File: src/rtl/tmr8_pkg.sv
// Package: shared types and register addresses for the prescaled timer.
// Assumes an 8-bit register port and a 2-bit register address.
package tmr8_pkg;

    typedef struct packed {
        logic [2:0] rate;       // prescale code, ratio 2^(rate+1)
        logic       pre_bypass; // 1: prescaler skipped
        logic       edge_fall;  // 1: external falling edges count
        logic       src_ext;    // 1: external input is the source
    } tmr8_ctrl_t;

    localparam logic [1:0] ADDR_COUNT  = 2'd0;
    localparam logic [1:0] ADDR_CTRL   = 2'd1;
    localparam logic [1:0] ADDR_STATUS = 2'd2;

    localparam tmr8_ctrl_t CTRL_RESET = '{rate: 3'b111, pre_bypass: 1'b1,
                                          edge_fall: 1'b1, src_ext: 1'b1};

endpackage

File: src/rtl/tmr8_src_sel.sv
// Source selection: builds the internal divided tick and the synchronized,
// edge-detected external input, then picks one as a single-cycle event.
// Assumes ext_clk_i is asynchronous and slower than clk / 2.
module tmr8_src_sel #(
    parameter int INST_DIV    = 4,
    parameter int SYNC_STAGES = 2
) (
    input  logic clk,
    input  logic rst_n,
    input  logic ext_clk_i,
    input  logic src_ext,
    input  logic edge_fall,
    output logic src_ev
);
    localparam int DIV_W = (INST_DIV > 1) ? $clog2(INST_DIV) : 1;

    logic                 int_tick;
    logic [SYNC_STAGES:0] sync_q;
    logic                 ext_now;
    logic                 ext_prev;
    logic                 ext_ev;

    generate
        if (INST_DIV > 1) begin : g_div
            logic [DIV_W-1:0] phase_q;
            // Free-running phase counter for the internal tick.
            always_ff @(posedge clk) begin
                if (!rst_n)
                    phase_q <= '0;
                else if (phase_q == DIV_W'(INST_DIV - 1))
                    phase_q <= '0;
                else
                    phase_q <= phase_q + 1'b1;
            end
            assign int_tick = (phase_q == DIV_W'(INST_DIV - 1));
        end else begin : g_nodiv
            assign int_tick = 1'b1;
        end
    endgenerate

    // Synchronizer chain plus one history stage for edge detection.
    always_ff @(posedge clk) begin
        if (!rst_n)
            sync_q <= '0;
        else
            sync_q <= {sync_q[SYNC_STAGES-1:0], ext_clk_i};
    end

    assign ext_now  = sync_q[SYNC_STAGES-1];
    assign ext_prev = sync_q[SYNC_STAGES];

    // Pick the counting edge of the synchronized input.
    always_comb begin
        if (edge_fall)
            ext_ev = ext_prev & ~ext_now;
        else
            ext_ev = ext_now & ~ext_prev;
    end

    assign src_ev = src_ext ? ext_ev : int_tick;

endmodule

File: src/rtl/tmr8_prescaler.sv
// Prescaler: counts source events and emits one increment per 2^(rate+1)
// events, or passes every event through when bypassed.
// Assumes clr has priority over a coincident event.
module tmr8_prescaler #(
    parameter int RATE_W = 3
) (
    input  logic              clk,
    input  logic              rst_n,
    input  logic              clr,
    input  logic              src_ev,
    input  logic              bypass,
    input  logic [RATE_W-1:0] rate,
    output logic              inc
);
    localparam int PRE_W = 1 << RATE_W;

    logic [PRE_W:0]   ratio;
    logic [PRE_W-1:0] limit;
    logic [PRE_W-1:0] pcnt_q;
    logic             pre_tick;

    // Terminal count for the selected power-of-two ratio.
    always_comb begin
        ratio = (PRE_W + 1)'(1) << (int'(rate) + 1);
        limit = PRE_W'(ratio - 1'b1);
    end

    assign pre_tick = src_ev && (pcnt_q == limit);

    // Prescale counter, wraps at the terminal count.
    always_ff @(posedge clk) begin
        if (!rst_n || clr)
            pcnt_q <= '0;
        else if (pre_tick)
            pcnt_q <= '0;
        else if (src_ev)
            pcnt_q <= pcnt_q + 1'b1;
    end

    assign inc = bypass ? src_ev : pre_tick;

endmodule

File: src/rtl/tmr8_counter.sv
// Counter core: the loadable up-counter, the sticky overflow flag and the
// interrupt enable. Assumes at most one of the two writes per cycle.
module tmr8_counter #(
    parameter int CNT_W = 8
) (
    input  logic             clk,
    input  logic             rst_n,
    input  logic             inc,
    input  logic             wr_cnt,
    input  logic             wr_stat,
    input  logic [CNT_W-1:0] wdata,
    output logic [CNT_W-1:0] cnt,
    output logic             ovf_flag,
    output logic             irq_en
);
    logic wrap;

    assign wrap = inc && !wr_cnt && (cnt == {CNT_W{1'b1}});

    // Counter: load wins over increment.
    always_ff @(posedge clk) begin
        if (!rst_n)
            cnt <= '0;
        else if (wr_cnt)
            cnt <= wdata;
        else if (inc)
            cnt <= cnt + 1'b1;
    end

    // Overflow flag: set by a wrap, which wins over a software write.
    always_ff @(posedge clk) begin
        if (!rst_n)
            ovf_flag <= 1'b0;
        else if (wrap)
            ovf_flag <= 1'b1;
        else if (wr_stat)
            ovf_flag <= wdata[0];
    end

    // Interrupt enable bit.
    always_ff @(posedge clk) begin
        if (!rst_n)
            irq_en <= 1'b0;
        else if (wr_stat)
            irq_en <= wdata[1];
    end

endmodule

File: src/rtl/tmr8_top.sv
// Top: register decode and read mux around source selection, prescaler and
// counter core. Assumes a single-cycle write strobe and combinational reads.
module tmr8_top
    import tmr8_pkg::*;
#(
    parameter int CNT_W       = 8,
    parameter int RATE_W      = 3,
    parameter int INST_DIV    = 4,
    parameter int SYNC_STAGES = 2
) (
    input  logic             clk,
    input  logic             rst_n,
    input  logic             ext_clk_i,
    input  logic [1:0]       reg_addr_i,
    input  logic             reg_wr_i,
    input  logic [CNT_W-1:0] reg_wdata_i,
    output logic [CNT_W-1:0] reg_rdata_o,
    output logic             irq_o
);
    localparam int CTRL_W = $bits(tmr8_ctrl_t);

    tmr8_ctrl_t       ctrl_q;
    logic             wr_cnt;
    logic             wr_ctrl;
    logic             wr_stat;
    logic             src_ev;
    logic             inc;
    logic [CNT_W-1:0] cnt;
    logic             ovf_flag;
    logic             irq_en;

    // Write decode.
    always_comb begin
        wr_cnt  = reg_wr_i && (reg_addr_i == ADDR_COUNT);
        wr_ctrl = reg_wr_i && (reg_addr_i == ADDR_CTRL);
        wr_stat = reg_wr_i && (reg_addr_i == ADDR_STATUS);
    end

    // Control register, all bits set at reset.
    always_ff @(posedge clk) begin
        if (!rst_n)
            ctrl_q <= CTRL_RESET;
        else if (wr_ctrl)
            ctrl_q <= tmr8_ctrl_t'(reg_wdata_i[CTRL_W-1:0]);
    end

    tmr8_src_sel #(
        .INST_DIV    (INST_DIV),
        .SYNC_STAGES (SYNC_STAGES)
    ) src_i (
        .clk       (clk),
        .rst_n     (rst_n),
        .ext_clk_i (ext_clk_i),
        .src_ext   (ctrl_q.src_ext),
        .edge_fall (ctrl_q.edge_fall),
        .src_ev    (src_ev)
    );

    tmr8_prescaler #(
        .RATE_W (RATE_W)
    ) pre_i (
        .clk    (clk),
        .rst_n  (rst_n),
        .clr    (wr_cnt),
        .src_ev (src_ev),
        .bypass (ctrl_q.pre_bypass),
        .rate   (ctrl_q.rate),
        .inc    (inc)
    );

    tmr8_counter #(
        .CNT_W (CNT_W)
    ) cnt_i (
        .clk      (clk),
        .rst_n    (rst_n),
        .inc      (inc),
        .wr_cnt   (wr_cnt),
        .wr_stat  (wr_stat),
        .wdata    (reg_wdata_i),
        .cnt      (cnt),
        .ovf_flag (ovf_flag),
        .irq_en   (irq_en)
    );

    // Read mux.
    always_comb begin
        reg_rdata_o = '0;
        case (reg_addr_i)
            ADDR_COUNT:  reg_rdata_o = cnt;
            ADDR_CTRL:   reg_rdata_o[CTRL_W-1:0] = ctrl_q;
            ADDR_STATUS: reg_rdata_o[1:0] = {irq_en, ovf_flag};
            default:     reg_rdata_o = '0;
        endcase
    end

    assign irq_o = ovf_flag & irq_en;

endmodule

File: config.mk
export PLATFORM = sky130hd
export DESIGN_NAME = tmr8_top
export DESIGN_NICKNAME = d
export VERILOG_FILES = /design/src/rtl/tmr8_pkg.sv /design/src/rtl/tmr8_src_sel.sv /design/src/rtl/tmr8_prescaler.sv /design/src/rtl/tmr8_counter.sv /design/src/rtl/tmr8_top.sv
export SDC_FILE = /design/constraint.sdc
export NUM_CORES = 1
export LEC_CHECK = 0
export ABC_AREA = 1
export BUFFER_PORTS_ARGS = -buffer_cell sky130_fd_sc_hd__buf_2
export CAP_MARGIN = 0
export CORE_ASPECT_RATIO = 0.9
export CORE_MARGIN = 2
export CORE_UTILIZATION = 57
export CTS_CLUSTER_DIAMETER = 50
export DETAILED_ROUTE_END_ITERATION = 10
export PLACE_DENSITY = 0.89
export SETUP_SLACK_MARGIN = 0.1
export SLEW_MARGIN = 20
export SYNTH_ARGS = -nofsm -noshare
export SYNTH_HDL_FRONTEND = slang
export SYNTH_SLANG_ARGS = --single-unit
File: constraint.sdc
create_clock -name clk -period 2.4 [get_ports clk]
set_clock_uncertainty 0.05 [all_clocks]
set_input_delay 0.72 -clock clk [delete_from_list [all_inputs] [get_ports clk]]
set_output_delay 0.72 -clock clk [all_outputs]
set_load 0.005 [all_outputs]
==> results of run 1 <==
-- flip-flops by register name (all words and copies together), names as in the netlist --
name,count
cnt_i.cnt,8
cnt_i.irq_en,1
cnt_i.ovf_flag,1
ctrl_q,6
pre_i.pcnt_q,8
src_i.g_div.phase_q,2
src_i.sync_q,3
-- power by group --
part	switching, mW	total (mW)	internal, mW
combinational	0.0752	0.120	0.0451
clock	0.196	0.416	0.220
sequential	0.0137	0.512	0.498
-- layer usage --
metal | part of all wire (%) | vias up | GRT usage, % | routed length [µm]
li1 | - | 882 | - | -
met1 | 44 | 768 | 32.9 | 1750
met2 | 47 | 66 | 38.2 | 1880
met3 | 7.6 | 8 | 8.37 | 305
met4 | 1.3 | 0 | 10.6 | 53
met5 | 0 | - | 0 | 0
-- cell usage in the layout, fill, tap and decap left out, types with 8 or more instances in the layout --
cell type | netlist | routed
sky130_fd_sc_hd__inv_1 | 27 | 26
sky130_fd_sc_hd__a21oi_1 | 16 | 16
sky130_fd_sc_hd__buf_2 | 2 | 22
sky130_fd_sc_hd__nand2_1 | 65 | 65
sky130_fd_sc_hd__nor2_1 | 14 | 14
sky130_fd_sc_hd__nand3_1 | 20 | 20
sky130_fd_sc_hd__o211ai_1 | 8 | 8
sky130_fd_sc_hd__nand4_1 | 10 | 10
sky130_fd_sc_hd__dfxtp_1 | 29 | 29
sky130_fd_sc_hd__o21ai_0 | 12 | 12
-- critical path: stages --
cell	delay (ns)
sky130_fd_sc_hd__buf_2	0.13
sky130_fd_sc_hd__nor2_2	0.21
sky130_fd_sc_hd__inv_2	0.11
sky130_fd_sc_hd__o22ai_1	0.15
sky130_fd_sc_hd__buf_2	0.13
-- cell type report --
type | count | area (µm²)
clock buffers | 5 | 37.5
clock inverters | 3 | 46.3
fillers | 240 | 837
inverters | 33 | 124
multi-input cells | 182 | 992
flip-flops and latches | 29 | 581
well taps | 40 | 50.0
repair buffers | 27 | 148
-- cell families after synthesis --
group                    share of synthesized area [%]
XOR/XNOR                                          3.06
adder cells (fa/ha/maj)                           2.91
AND/OR/NAND/NOR                                   36.9
flip-flops                                        33.8
AO/OA/AOI/OAI                                     13.6
multiplexers                                     0.583
other                                            0.218
buffers and inverters                             8.89
-- synth_stat cells (all sizes together) --
library cell  number  share of area (%)
a21oi             18                5.7
and3               1               0.36
buf                3                1.2
clkbuf             2               0.44
clkinv             2               0.44
conb               1               0.22
dfxtp             29                 34
ha                 4                2.9
inv               31                6.8
mux2i              1               0.58
nand2             69                 16
nand3             24                9.0
nand4             10                3.6
nor2              17                4.4
nor3               2               0.58
nor3b              2                1.5
nor4               2               0.73
o211ai             8                3.5
o21ai             14                4.1
o22ai              1               0.36
or2                2               0.73
xnor2              1               0.51
xor2               5                2.5
-- through the flow --
step / setup slack [ns] / total power, mW / hold slack, ns / instance area [µm²] / std cells
global placement: 0.203 / 0.637 / 0.347 / 1860 / 308
CTS: 0.176 / 1.05 / 0.375 / 1950 / 316
global route: 0.122 / 1.10 / 0.415 / 1980 / 319
detailed placement: 0.184 / 0.641 / 0.350 / 1860 / 308
finish: 0.174 / 1.05 / 0.371 / 1980 / 319
floorplan: 0.468 / 0.598 / 0.340 / 1720 / 249
-- final timing paths --
| kind | endpoint | slack [ns] | cells after the start |
|---|---|---|---|
| setup / recovery | reg_rdata_o[3] | 0.17 | 5 |
| hold / removal | src_i.sync_q[1] | 0.37 | 2 |
| setup reg to reg | cnt_i.ovf_flag | 0.30 | 14 |
| hold reg to reg | src_i.sync_q[1] | 0.37 | 2 |
-- timing repair --
action,4_1_cts,5_1_grt
buffers inserted,0,3
gates resized for setup,0,2
setup endpoints to repair,0,10
hold endpoints to repair,0,0
==> results.txt, run 1 <==
----------------------------------------------------
[Worst hold path]
  Worst Min Path Start ... src_i.sync_q[0]
  Hold WC Path Type ... flip-flop to flip-flop

[Route]
  DR pass1 iterations ... 4
  Via Count ... 1724
  Detail Route Antenna Nets ... 0
  Drt total wl ... around 4000 µm
  Average via count per standard cell ... roughly 5.4
  Detail-routed net length per standard cell ... about 12 µm
  Initial drt markers ... 165
  Detailed-route DRC error count ... 0

[GRT]
  Total grt overflow ... 0
  All-Layer GR Usage ... about a quarter
  Vias in the first global route ... between 1000 and 1500
  Pin count of the biggest net entering global routing ... 14
  First-pass GRT wire length ... about 6500 µm
  Antenna violations before repair ... 0

[Synthesis]
  Number of synthesized register bits ... 29
  Distinct cell type count after synthesis ... 33
  Count of synthesis-stage warnings from yosys ... 0
  Syn Inst Count ... around 250
  Number of nets produced by synthesis ... 267
  Post-Synthesis Mean Instance Area ... 6.90 µm²
  Cell area after synthesis ... 1720 µm²
  Register area share after synthesis ... 33.8%

[Cells and area]
  # nets final ... just under 300
  Fraction of layout cells with a size suffix above 1 ... 20.4%
  Final Util ... a little over two thirds
  Area growth syn-to-layout ... 15.1%
  Final antenna diode count ... 0

[Timing]
  Count of final setup violators ... 0
  Number of max-slew violations in the final report ... 0
  Final worst path period need ... ~2.2 ns
  Ratio of final minimum period to clock period ... 92.7%
  Hold violation total from the final report ... 0
  Sum of negative setup slack ... 0 ns
  Highest clock rate ... roughly 0.45 GHz
  Setup repair after global routing missed its margin ... false

[Worst setup path]
  Crit path launch ... reg_addr_i[1]
  Peak fanout along the critical path ... 6
  Worst R2R Start ... ctrl_q[5]
  Kind of critical path ... primary input to output pin
  Endpoint required time on the critical path ... roughly 1.6 ns
  Worst Setup End Kind ... output pin
  Arrival time at the worst endpoint ... roughly 1.5 ns
  Startpoint type of the worst setup path ... primary input

[Pwr]
  Peak supply drop ... 433 µV
  Power density of the placed cells ... 530 nW/µm²
  Leakage dissipation ... roughly 0.86 nW

[Run]
  Max-cap check violation count ... 0

[Clock tree]
  Number of CTS-inserted buffers ... 5
  Clock latency on the worst-skew pair ... about 0.35 ns
  CTS sink cnt ... 29
  Clk Tree Root Cell ... sky130_fd_sc_hd__clkbuf_4
  Total of hold buffers inserted after clock tree synthesis ... 0
  CTS max path bufs ... 2
  Number of levels the H-tree was split into ... 2
  TritonCTS clock tree ... done
  Register clock-pin slew on the reported worst setup and hold paths ... ~0.10 ns

[Placement]
  Detail Placement HPWL ... 2880 µm
  Number of buffers added on ports ... 22
  Final Wtd Congestion ... between 0.9 and 1

[Outcome]
  Run status ... finished clean

[Floorplan]
  Num ports ... 23
  Total Die Area ... ~3500 µm²
  Placement row count ... 18
  Initial core utilization ... 61.0%
  Height of the die ... between 50 and 60 µm
  Width of the die ... slightly above 60 µm
  Core Footprint ... approximately 2800 µm²

----------------------------------------------------
Power figures use the tool's default switching activity.
==> run 2, diff against run 1 <==
- ABC_AREA: 1 -> default
- CORE_UTILIZATION: 57 -> 56
- PLACE_DENSITY: 0.89 -> 0.88
==> results.txt, run 2 <==
----------------------------------------------------
[Timing]
  Worst setup margin ... 0.124 ns (-0.0500 ns)
  Hold violation total from the final report ... 0 (unchanged)
  Worst Max-Slew Pin Slew ... roughly 0.51 ns
  Highest clock rate ... 0.439 GHz (-2.2%)
  Final worst path period need ... 2.28 ns (+0.0500 ns)
  Sum of negative setup slack ... 0 ns (unchanged)
  Count of final setup violators ... 0 (unchanged)
  Ratio of final minimum period to clock period ... 94.8% (+2.1 points)
  Normalized max-slew margin ... between 60% and 70%
  Setup repair after global routing missed its margin ... true
  Number of max-slew violations in the final report ... 0 (unchanged)

[Floorplan]
  Core Footprint ... 2790 µm² (-0.80%)
  Height of the die ... 55.8 µm (-0.52%)
  Total Die Area ... 3430 µm² (-1.0%)
  Placement row count ... 18 (unchanged)
  Initial core utilization ... 59.8% (-1.3 points)
  Width of the die ... 61.5 µm (-0.53%)
  Num ports ... 23 (unchanged)

[Route]
  Detail Route Antenna Nets ... 0 (unchanged)
  Initial drt markers ... 106 (-36%)
  Detail-routed net length per standard cell ... 15.3 µm (+23%)
  Drt total wl ... 4070 µm (+2.2%)
  DR pass1 iterations ... 5 (+1)
  Via Count ... 1553 (-9.9%)
  Detailed-route DRC error count ... 0 (unchanged)
  Average via count per standard cell ... 5.84 (+8.0%)

[Cells and area]
  # nets final ... 243 (-18%)
  Area growth syn-to-layout ... 20.5%
  Fill cell count ... 224 (-6.7%)
  Most frequent cells in the layout ... sky130_fd_sc_hd__dfxtp_1, sky130_fd_sc_hd__buf_2, sky130_fd_sc_hd__nand2_1, sky130_fd_sc_hd__nand3_1, sky130_fd_sc_hd__nor2_1
  Final antenna diode count ... 0 (unchanged)
  Fraction of layout cells with a size suffix above 1 ... 27.4% (+7.0 points)
  Biggest registers after layout ... cnt_i.cnt: 8 flops, pre_i.pcnt_q: 8 flops, ctrl_q: 6 flops
  Most common library cell in the layout ignoring fill and taps ... sky130_fd_sc_hd__dfxtp_1

[GRT]
  All-Layer GR Usage ... 24.9% (-0.56 points)
  First-pass GRT wire length ... 6400 µm (-1.5%)
  Vias in the first global route ... 1389 (-6.3%)
  Antenna violations before repair ... 0 (unchanged)
  Total grt overflow ... 0 (unchanged)
  Pin count of the biggest net entering global routing ... 26 (+12)

[Pwr]
  Leakage dissipation ... 0.849 nW (-0.92%)
  Power density of the placed cells ... 493 nW/µm² (-6.9%)
  Peak supply drop ... 393 µV (-9.4%)

[Synthesis]
  Number of enable-type register cells in the synthesized netlist ... 0 (unchanged)
  Library cell with the highest instance count after synthesis ... sky130_fd_sc_hd__dfxtp_1
  Predominant post-synthesis flop cell ... sky130_fd_sc_hd__dfxtp_1
  Distinct cell type count after synthesis ... 42 (+27%)
  Count of synthesis-stage warnings from yosys ... 0 (unchanged)
  Largest cells by area after synthesis ... sky130_fd_sc_hd__dfxtp_1, sky130_fd_sc_hd__mux2i_1, sky130_fd_sc_hd__nand3_1
  Syn Inst Count ... 196 (-21%)
  Number of nets produced by synthesis ... 214 (-20%)
  Register area share after synthesis ... 34.8% (+0.99 points)
  Post-synthesis cell type with the largest combined area ... sky130_fd_sc_hd__dfxtp_1
  Async set-reset flop share out of synthesis ... 0% (unchanged)
  Top cells by count, synth ... sky130_fd_sc_hd__dfxtp_1, sky130_fd_sc_hd__nand2_1, sky130_fd_sc_hd__nand3_1
  Cell area after synthesis ... 1670 µm² (-2.8%)
  Post-Synthesis Mean Instance Area ... 8.52 µm² (+23%)
  Number of synthesized register bits ... 29 (unchanged)
  Area share of the leading cell type in the synthesized netlist ... 34.8% (+0.99 points)

[Worst setup path]
  Critical-path cell with the highest stage delay ... sky130_fd_sc_hd__or3_4
  Worst Setup End Kind ... flip-flop
  Startpoint type of the worst setup path ... flip-flop
  Delay of the slowest critical-path stage ... 0.39 ns (+0.18 ns)
  Endpoint required time on the critical path ... 2.58 ns (+0.95 ns)
  Arrival time at the worst endpoint ... 2.46 ns (+1.00 ns)
  Kind of critical path ... flip-flop to flip-flop
  Worst-case register-to-register setup slack ... 0.12 ns (-0.18 ns)
  Crit-path most repeated cell ... sky130_fd_sc_hd__o31ai_4
  Critical path cell sequence ... or3_4, ha_4, o31ai_4, xor2_2, o31ai_4, buf_4, buf_6, a311oi_2, nor3_2
  Peak fanout along the critical path ... 6 (unchanged)

[Clock tree]
  Clock latency on the worst-skew pair ... 0.34 ns (about the same)
  CTS max path bufs ... 2 (unchanged)
  TritonCTS clock tree ... done
  Register clock-pin slew on the reported worst setup and hold paths ... 0.09 ns (about the same)
  Number of levels the H-tree was split into ... 2 (unchanged)
  Total of hold buffers inserted after clock tree synthesis ... 0 (unchanged)
  Number of CTS-inserted buffers ... 5 (unchanged)
  CTS sink cnt ... 29 (unchanged)
  Clk Tree Root Cell ... sky130_fd_sc_hd__clkbuf_4

[Placement]
  Final Wtd Congestion ... 0.865 (-11%)
  Number of buffers added on ports ... 22 (unchanged)
  Placement-stage worst setup slack ... 0.0763 ns (-0.108 ns)
  Detail Placement HPWL ... 2630 µm (-8.8%)

[Outcome]
  Run status ... finished clean

[Worst hold path]
  Hold WC Path Type ... flip-flop to flip-flop

[Run]
  Max-cap check violation count ... 0 (unchanged)

----------------------------------------------------
-- run 2: cell types whose count changed after synthesis, moves of 6 or more --
| cell | previous run | this run |
|---|---|---|
| sky130_fd_sc_hd__nand4_1 | 10 | 4 |
| sky130_fd_sc_hd__inv_1 | 27 | 1 |
| sky130_fd_sc_hd__and2_1 | 0 | 8 |
| sky130_fd_sc_hd__mux2i_1 | 1 | 11 |
| sky130_fd_sc_hd__a21oi_1 | 16 | 4 |
| sky130_fd_sc_hd__nand2_1 | 65 | 20 |
| sky130_fd_sc_hd__o211ai_1 | 8 | 0 |
| sky130_fd_sc_hd__clkbuf_1 | 2 | 9 |
-- run 2: worst paths after layout --
path,to,depth (start not counted),start
worst min-delay path,src_i.g_div.phase_q[0],1,src_i.g_div.phase_q[0]
worst max register to register,cnt_i.cnt[3],9,ctrl_q[3]
worst max-delay path,cnt_i.cnt[3],9,ctrl_q[3]
worst min register to register,src_i.g_div.phase_q[0],1,src_i.g_div.phase_q[0]
-- run 2: through the flow --
step	cell area [µm²]	power (mW)	instances	utilization, %	hold slack, ns
floorplan	1680	0.642	196	-	0.355
global placement	1840	0.685	254	65.9	0.363
detailed placement	1840	0.689	254	65.9	0.374
CTS	1950	0.983	264	69.7	0.387
global route	2010	1.04	266	72.0	0.414
finish	2010	0.993	266	72.0	0.381
-- run 2: per-layer routing --
metal | up-vias | wire [µm] | GRT usage (%)
met3 | 8 | 291 | 10.0
li1 | 762 | - | -
met4 | 0 | 63 | 6.99
met1 | 730 | 1770 | 34.5
met2 | 53 | 1950 | 35.6
met5 | - | 0 | 0
-- run 2: report_power, final --
| part | internal, mW | switching [mW] |
|---|---|---|
| clock network | 0.111 | 0.175 |
| registers | 0.504 | 0.0216 |
| logic | 0.0848 | 0.0956 |
| total | 0.700 | 0.293 |
-- run 2: repair_timing --
action                     4_1_cts  5_1_grt
cloned                           0        0
setup buffers                    2        2
pin swaps                        7        2
setup endpoints to repair        5       10
gates resized for setup          7        9
-- run 2: kinds of logic after synthesis --
| group | after synthesis | synth area share [%] |
|---|---|---|
| compound gates | 31 | 14.0 |
| xor+xnor | 8 | 4.20 |
| fa+ha+maj | 4 | 3.00 |
| buf+inv | 13 | 4.05 |
| flops | 29 | 34.8 |
| mux | 11 | 6.60 |
| other cells | 1 | 0.225 |
| simple gates | 99 | 33.1 |
-- run 2: critical path, delay by kind of cell, from the launching register on --
kind	cells	cell delay, ns
adder cells (fa/ha/maj)	1	0.18
AND/OR/NAND/NOR	2	0.46
XOR/XNOR	1	0.24
buffers and inverters	2	0.28
flip-flops	1	0.32
AO/OA/AOI/OAI	3	0.64
-- run 2: cell type report --
class	instances	area [µm²]	share of cell area, %
timing repair buffer	34	208	10.3
sequential	29	582	28.9
clock buffer	6	41.3	2.05
inverter	1	3.75	0.187
multi-input combinational	154	1120	55.5
tap	40	50.0	2.49
clock inverter	2	10.0	0.498
